### src/rtl/ybus_pkg.sv
// Shared types for the Y-bus accumulator load unit.
// Assumes a 32-bit instruction with the Y-bus field at bits 19:17.
package ybus_pkg;

    localparam int NBANK    = 4;
    localparam int BANK_W   = 2;
    localparam int OP_LSB   = 17;
    localparam int INC_BIT  = 16;
    localparam int BANK_LSB = 14;
    localparam int CLS_LSB  = 30;

    typedef enum logic [2:0] {
        YB_NOP     = 3'b000,
        YB_CLR     = 3'b001,
        YB_ALU     = 3'b010,
        YB_RAM_ACC = 3'b011,
        YB_RAM_RY  = 3'b100
    } ybus_op_e;

    typedef struct packed {
        ybus_op_e          op;
        logic [BANK_W-1:0] bank;
        logic              post_inc;
    } ybus_ctl_t;

endpackage

### src/rtl/ybus_decode.sv
// Decodes the Y-bus field of an instruction into a control word.
// Every code outside the five defined ones is reported as YB_NOP.
// An invalid instruction, or one whose class bits are not 00, is also
// reported as YB_NOP. Purely combinational.
module ybus_decode
    import ybus_pkg::*;
(
    input  logic        vld,
    input  logic [31:0] instr,
    output ybus_ctl_t   ctl
);

    logic       active;
    logic [2:0] field;

    // Qualify the field by valid and the class bits.
    always_comb begin
        active = vld && (instr[CLS_LSB +: 2] == 2'b00);
        field  = instr[OP_LSB +: 3];
    end

    // Map the field to an operation and pass bank / post-increment through.
    always_comb begin
        ctl.bank     = instr[BANK_LSB +: BANK_W];
        ctl.post_inc = instr[INC_BIT];
        ctl.op       = YB_NOP;
        if (active) begin
            case (field)
                3'b001:  ctl.op = YB_CLR;
                3'b010:  ctl.op = YB_ALU;
                3'b011:  ctl.op = YB_RAM_ACC;
                3'b100:  ctl.op = YB_RAM_RY;
                default: ctl.op = YB_NOP;
            endcase
        end
    end

endmodule

### src/rtl/ybus_ctr_bank.sv
// Per-bank read-address counters with post-increment strobes.
// A counter steps only on a RAM-source operation with post-increment
// that selects its bank. It wraps modulo 2**ADDR_W.
module ybus_ctr_bank
    import ybus_pkg::*;
#(
    parameter int ADDR_W = 6
) (
    input  logic                         clk,
    input  logic                         rst_n,
    input  ybus_ctl_t                    ctl,
    output logic [NBANK-1:0][ADDR_W-1:0] ctr_addr,
    output logic [NBANK-1:0]             ctr_inc
);

    logic ram_op;

    // Identify operations that read a RAM bank.
    always_comb begin
        ram_op = (ctl.op == YB_RAM_ACC) || (ctl.op == YB_RAM_RY);
    end

    for (genvar b = 0; b < NBANK; b++) begin : g_bank
        // Strobe for this bank when it is selected with post-increment.
        always_comb begin
            ctr_inc[b] = ram_op && ctl.post_inc && (ctl.bank == BANK_W'(b));
        end

        // Address counter register for this bank.
        always_ff @(posedge clk) begin
            if (!rst_n) begin
                ctr_addr[b] <= '0;
            end else if (ctr_inc[b]) begin
                ctr_addr[b] <= ctr_addr[b] + 1'b1;
            end
        end

        // a strobe advances the counter by one, modulo its width.
        p_ctr_step_r7: assert property (@(posedge clk) disable iff (!rst_n)
            ctr_inc[b] |=> ctr_addr[b] == ADDR_W'($past(ctr_addr[b]) + 1'b1));

        // without a strobe the counter holds.
        p_ctr_hold_r7: assert property (@(posedge clk) disable iff (!rst_n)
            !ctr_inc[b] |=> $stable(ctr_addr[b]));
    end

    // at most one bank steps per instruction.
    p_inc_onehot_r7: assert property (@(posedge clk) disable iff (!rst_n)
        $onehot0(ctr_inc));

    // non-RAM operations never raise a strobe.
    p_inc_only_ram_r2: assert property (@(posedge clk) disable iff (!rst_n)
        (ctl.op == YB_NOP || ctl.op == YB_CLR || ctl.op == YB_ALU) |-> ctr_inc == '0);

endmodule

### src/rtl/ybus_dest_regs.sv
// Destination registers: operand register RY and the split accumulator.
// RAM loads take the word of the selected bank as presented this cycle.
// All updates happen on one rising edge.
module ybus_dest_regs
    import ybus_pkg::*;
#(
    parameter int DATA_W = 32,
    parameter int HI_W   = 16
) (
    input  logic                         clk,
    input  logic                         rst_n,
    input  ybus_ctl_t                    ctl,
    input  logic [NBANK-1:0][DATA_W-1:0] ram_rdata,
    input  logic [HI_W+DATA_W-1:0]       alu_res,
    output logic [DATA_W-1:0]            ry_q,
    output logic [HI_W-1:0]              acc_hi,
    output logic [DATA_W-1:0]            acc_lo
);

    localparam int ACC_W = HI_W + DATA_W;

    logic [DATA_W-1:0] bank_word;
    logic [ACC_W-1:0]  word_sext;

    // Select the addressed bank and sign-extend it to accumulator width.
    always_comb begin
        bank_word = ram_rdata[ctl.bank];
        word_sext = {{HI_W{bank_word[DATA_W-1]}}, bank_word};
    end

    // Operand register RY: loaded only by the RAM-to-RY operation.
    always_ff @(posedge clk) begin
        if (!rst_n) begin
            ry_q <= '0;
        end else if (ctl.op == YB_RAM_RY) begin
            ry_q <= bank_word;
        end
    end

    // Accumulator: cleared, loaded from the ALU, or loaded from RAM.
    always_ff @(posedge clk) begin
        if (!rst_n) begin
            acc_hi <= '0;
            acc_lo <= '0;
        end else begin
            case (ctl.op)
                YB_CLR: begin
                    acc_hi <= '0;
                    acc_lo <= '0;
                end
                YB_ALU: begin
                    acc_hi <= alu_res[ACC_W-1:DATA_W];
                    acc_lo <= alu_res[DATA_W-1:0];
                end
                YB_RAM_ACC: begin
                    acc_hi <= word_sext[ACC_W-1:DATA_W];
                    acc_lo <= word_sext[DATA_W-1:0];
                end
                default: ;
            endcase
        end
    end

    // a clear leaves both parts at zero.
    p_clear_zero_r3: assert property (@(posedge clk) disable iff (!rst_n)
        ctl.op == YB_CLR |=> (acc_hi == '0) && (acc_lo == '0));

    // an ALU load copies the full result.
    p_alu_copy_r4: assert property (@(posedge clk) disable iff (!rst_n)
        ctl.op == YB_ALU |=> {acc_hi, acc_lo} == $past(alu_res));

    // after a RAM load the high part mirrors the low part's sign.
    p_sext_fill_r5: assert property (@(posedge clk) disable iff (!rst_n)
        ctl.op == YB_RAM_ACC |=> acc_hi == {HI_W{acc_lo[DATA_W-1]}});

    // a RAM-to-RY load keeps the accumulator.
    p_ry_keeps_acc_r6: assert property (@(posedge clk) disable iff (!rst_n)
        ctl.op == YB_RAM_RY |=> $stable(acc_hi) && $stable(acc_lo));

    // a no-operation keeps every destination register.
    p_nop_hold_r2: assert property (@(posedge clk) disable iff (!rst_n)
        ctl.op == YB_NOP |=> $stable(ry_q) && $stable(acc_hi) && $stable(acc_lo));

    // reset clears the destinations.
    p_reset_clear_r9: assert property (@(posedge clk)
        !rst_n |=> (ry_q == '0) && (acc_hi == '0) && (acc_lo == '0));

endmodule

### src/rtl/ybus_acc_load.sv
// Top of the Y-bus accumulator load unit. It decodes the Y-bus field,
// steps the per-bank address counters and updates RY and the accumulator.
// Assumes RAM read data for each bank is valid at that bank's counter
// address in the cycle the instruction is presented.
module ybus_acc_load
    import ybus_pkg::*;
#(
    parameter int DATA_W = 32,
    parameter int HI_W   = 16,
    parameter int ADDR_W = 6
) (
    input  logic                         clk,
    input  logic                         rst_n,
    input  logic                         instr_vld,
    input  logic [31:0]                  instr,
    input  logic [NBANK-1:0][DATA_W-1:0] ram_rdata,
    input  logic [HI_W+DATA_W-1:0]       alu_res,
    output logic [DATA_W-1:0]            ry_q,
    output logic [HI_W-1:0]              acc_hi,
    output logic [DATA_W-1:0]            acc_lo,
    output logic [NBANK-1:0][ADDR_W-1:0] ctr_addr,
    output logic [NBANK-1:0]             ctr_inc
);

    ybus_ctl_t ctl;

    ybus_decode u_decode (
        .vld   (instr_vld),
        .instr (instr),
        .ctl   (ctl)
    );

    ybus_ctr_bank #(
        .ADDR_W (ADDR_W)
    ) u_ctr (
        .clk      (clk),
        .rst_n    (rst_n),
        .ctl      (ctl),
        .ctr_addr (ctr_addr),
        .ctr_inc  (ctr_inc)
    );

    ybus_dest_regs #(
        .DATA_W (DATA_W),
        .HI_W   (HI_W)
    ) u_dest (
        .clk       (clk),
        .rst_n     (rst_n),
        .ctl       (ctl),
        .ram_rdata (ram_rdata),
        .alu_res   (alu_res),
        .ry_q      (ry_q),
        .acc_hi    (acc_hi),
        .acc_lo    (acc_lo)
    );

    // an unqualified instruction raises no strobe.
    p_gate_nostrobe_r1: assert property (@(posedge clk) disable iff (!rst_n)
        (!instr_vld || instr[31:30] != 2'b00) |-> ctr_inc == '0);

    // an unqualified instruction changes no register.
    p_gate_hold_r1: assert property (@(posedge clk) disable iff (!rst_n)
        (!instr_vld || instr[31:30] != 2'b00) |=>
            $stable(ry_q) && $stable(acc_hi) && $stable(acc_lo) && $stable(ctr_addr));

endmodule

### config.mk
export PLATFORM = sky130hd
export DESIGN_NAME = ybus_acc_load
export DESIGN_NICKNAME = d
export VERILOG_FILES = /design/src/rtl/ybus_pkg.sv /design/src/rtl/ybus_decode.sv /design/src/rtl/ybus_ctr_bank.sv /design/src/rtl/ybus_dest_regs.sv /design/src/rtl/ybus_acc_load.sv
export SDC_FILE = /design/constraint.sdc
export NUM_CORES = 1
export LEC_CHECK = 0
export BUFFER_PORTS_ARGS = -buffer_cell sky130_fd_sc_hd__buf_2
export CORE_AREA = 8 8 119 121
export CTS_BUF_LIST = sky130_fd_sc_hd__clkbuf_16
export CTS_CLUSTER_DIAMETER = 100
export CTS_CLUSTER_SIZE = 16
export DETAILED_ROUTE_END_ITERATION = 7
export DIE_AREA = 0 0 127 129
export PLACE_DENSITY = 0.76
export SETUP_SLACK_MARGIN = 0.15
export SYNTH_ARGS = -nofsm -noshare
export SYNTH_HDL_FRONTEND = slang
export SYNTH_SLANG_ARGS = --single-unit
### constraint.sdc
create_clock -name clk -period 4.6 [get_ports clk]
set_input_delay 0.23 -clock clk [delete_from_list [all_inputs] [get_ports clk]]
set_output_delay 0.23 -clock clk [all_outputs]
set_load 0.02 [all_outputs]
==> run_results.csv <==
group,metric,value,unit
placement,io_buffers,294,
yosys,synthSimpleGateAreaFrac,14.80,%
yosys,synth-xor-area-share,1.104,%
critical_path,cp_slowest_cell,"a211oi_1",
clock_tree,cts-root-buf,"clkbuf_16",
critical_path,worst_path_dominant_cell_family,"buffers and inverters",
critical_path,r2r_slack,3130,ps
sta,hold_viol_final,0,
critical_path,cp.required,4370,ps
floorplan,io_pins,319,
floorplan,rows,41,
critical_path,cpMostUsedCell,"buf_2",
sta,fin_skew,2.151,ps
yosys,synthTopCellsByArea,"dfxtp_1 44%, mux4_2 15%, a21oi_1 6.4%",
power_and_ir_drop,total_power,1.967,mW
floorplan,die_y,129,um
run_status,status,"finished, final reports clean",
yosys,synth_compound_area_share,18.43,%
global_route,grt_pass1_vias,4992,
global_route,antenna_found_initial,0,
drt,drcViolationCount,0,
clock_tree,cts.repair.resized,0,
critical_path,startpoint,"instr[14]",
global_route,grt_usage,20.42,%
drt,drtIter0Drc,406,
drt,ant_nets,0,
drt,vias,5022,
min_path,min_path_type,"primary input to register",
placement,dpl.cell_count,898,
clock_tree,numCtsBuffers,9,
yosys,synthMuxAreaShare,16.83,%
finish,antenna_cells,0,
yosys,synth_top_family_by_area,"compound AO/OA/AOI/OAI gates",
min_path,hp-start,"alu_res[0]",
finish,stdcell_area,6644,um2
floorplan,die_w,127,um
finish,nNetsFinal,974,
yosys,ys.flop_type,"dfxtp_1",
sta,tightest_slew,1069,ps
global_route,grt_pass1_wl,26.43,mm
placement,place_congestion,0.8279,
floorplan,coreArea,12310,um2
yosys,synth-seq-cells,104,
sta,period_needed,2445,ps
yosys,ys_types,37,
critical_path,slowest_delay,590,ps
clock_tree,clock-sinks,104,
critical_path,crit_path_max_fanout,22,
critical_path,critical_path_buf_inv_count,3,
sta,min_period_over_period,53.15,%
global_route,grt.overflow.total,0,
sta,setup-tns-final,0,ps
yosys,netlist_area,4758,um2
power_and_ir_drop,power_density,296.0,nW/um2
drt,drt_wl_total,17.50,mm
power_and_ir_drop,ir_worst_vdd,0.2474,mV
critical_path,crit_arrival,2220,ps
sta,rsz0062_at_grt,"false",
yosys,synth-edff-count,0,
power_and_ir_drop,leakagePower,3.024,nW
sta,max_clock_freq,409.0,MHz
job,max_cap_violations,0,
clock_tree,clkLatencyLatePin,340,ps
critical_path,worst_setup_path_end_kind,"primary output",
critical_path,path_class,"primary input to primary output",
critical_path,timing.rr.end,"u_ctr.ctr_addr[16]$_SDFFE_PN0P_",
yosys,yosysTopAreaCell,"dfxtp_1",
clock_tree,cts_setup_buffers,0,
placement,dp_hpwl,13.08,mm
critical_path,start_kind,"primary input",
sta,drv_slew,0,
yosys,seq_area_frac_synth,43.75,%
yosys,async_reset_ff_share,0,%
global_route,grt_max_degree,63,
yosys,avgSynthCellArea,9.771,um2
clock_tree,hold_buffers,0,
yosys,synth_cells,487,
clock_tree,clockBufferDepth,2,
critical_path,endpoint,"ctr_inc[1]",
critical_path,path_cells,"buf_2 > buf_4 > nand3b_1 > a211oi_1 > buf_2",
yosys,ys_top_cells_by_count,"104 x dfxtp_1, 81 x nand2_1, 61 x a21oi_1",
yosys,syn-num-nets,702,
clock_tree,clkSlewWorstSetupHoldPaths,70,ps
critical_path,reg2regPathDepth,5,
sta,setup_viol,0,
critical_path,crit_cells,5,
clock_tree,tritoncts,"built",
placement,postPlaceCellArea,6324,um2
floorplan,start_util,38.65,%
floorplan,dieArea,16380,um2
clock_tree,htreeDepth,3,
sta,slew_headroom,28.62,%
yosys,synth_fa_ha_area_share,1.052,%
yosys,synth_most_common_cell,"dfxtp_1",
finish,syn2layout_area_growth,39.63,%
finish,drive_gt1_share,46.73,%
drt,drtPass1Iterations,6,
finish,layout.cells.non_filler,914,
critical_path,reg2reg_from,"u_ctr.ctr_addr[12]$_SDFFE_PN0P_",
sta,holdWs,124.8,ps
drt,routed_via_density,5.495,
yosys,yosysTopAreaCellShare,43.75,%
drt,wire_per_inst,19.15,um
yosys,yosysWarnings,0,
## through the flow
step | setup WS, ps | utilization [%]
final | 2155 | 53.96
after global routing | 2012 | 53.96
after CTS | 2123 | 53.96
after detailed placement | 2133 | 51.36
after global placement | 2132 | 51.36
after floorplan | 2552 | -
## metal layers
metal	vias up	part of all wire, %	global-route usage, %
met1	2395	39	23.13
li1	2378	-	-
met2	232	51	35.92
met4	0	1.7	6.858
met3	17	8.5	6.206
met5	-	0	0
## cell type report
| type | instances | area, um2 |
|---|---|---|
| fill | 1164 | 5668 |
| inverter | 6 | 22.52 |
| sequential | 104 | 2082 |
| timing repair buffer | 302 | 1531 |
| clock inverter | 7 | 95.09 |
| multi-input combinational | 336 | 2500 |
| tap | 150 | 187.7 |
| clock buffer | 9 | 225.2 |
## worst min path at each step
stage | end | slack, ps | cells after the start
after global placement | u_dest.ry_q[13]$_SDFFE_PN0N_ | 440 | 2
final | u_dest.acc_lo[0]$_SDFFE_PN0P_ | 120 | 3
after floorplan | u_dest.acc_lo[0]$_SDFFE_PN0P_ | 370 | 2
after detailed placement | u_dest.ry_q[1]$_SDFFE_PN0N_ | 440 | 2
after CTS | u_dest.acc_lo[0]$_SDFFE_PN0P_ | 110 | 3
after global routing | u_dest.acc_lo[1]$_SDFFE_PN0P_ | 120 | 3
## sequential cells by signal, summed over array words and instances, names as in the netlist
| name | count |
|---|---|
| u_ctr.ctr_addr | 24 |
| u_dest.acc_hi | 16 |
| u_dest.acc_lo | 32 |
| u_dest.ry_q | 32 |
## layout by cell type, fill, tap and decap left out, drive strengths merged, types with 4 or more instances in the layout
cell type	netlist	final
nor2	41	41
a222oi	29	29
ha	4	4
mux2i	8	8
nand3b	4	4
o21ai	6	6
nand3	5	5
nand2	81	81
inv	6	7
a22oi	19	19
dfxtp	104	104
mux4	32	32
or3	6	6
nand2b	5	5
nand4	5	5
a21oi	61	61
buf	10	302
clkbuf	31	9
## logic make-up after synthesis
group / after synthesis
flip-flops: 104
adder cells (fa/ha/maj): 4
AO/OA/AOI/OAI: 127
AND/OR/NAND/NOR: 159
XOR/XNOR: 6
multiplexers: 40
buffers and inverters: 47
## where the power goes
group | leakage (nW) | total (mW) | switching [mW] | internal (mW)
registers | 0.839 | 0.912 | 0.00433 | 0.908
logic | 2.03 | 0.230 | 0.110 | 0.120
clock network | 0.156 | 0.824 | 0.346 | 0.478
## tightest hold or removal path: cells and delay by family
| family | cells | cell delay [ps] |
|---|---|---|
| buffers and inverters | 1 | 90 |
| and+or+nand+nor | 1 | 50 |
| AOI/OAI and AO/OA | 1 | 50 |
No activity file was read; power rests on OpenSTA's default activity.
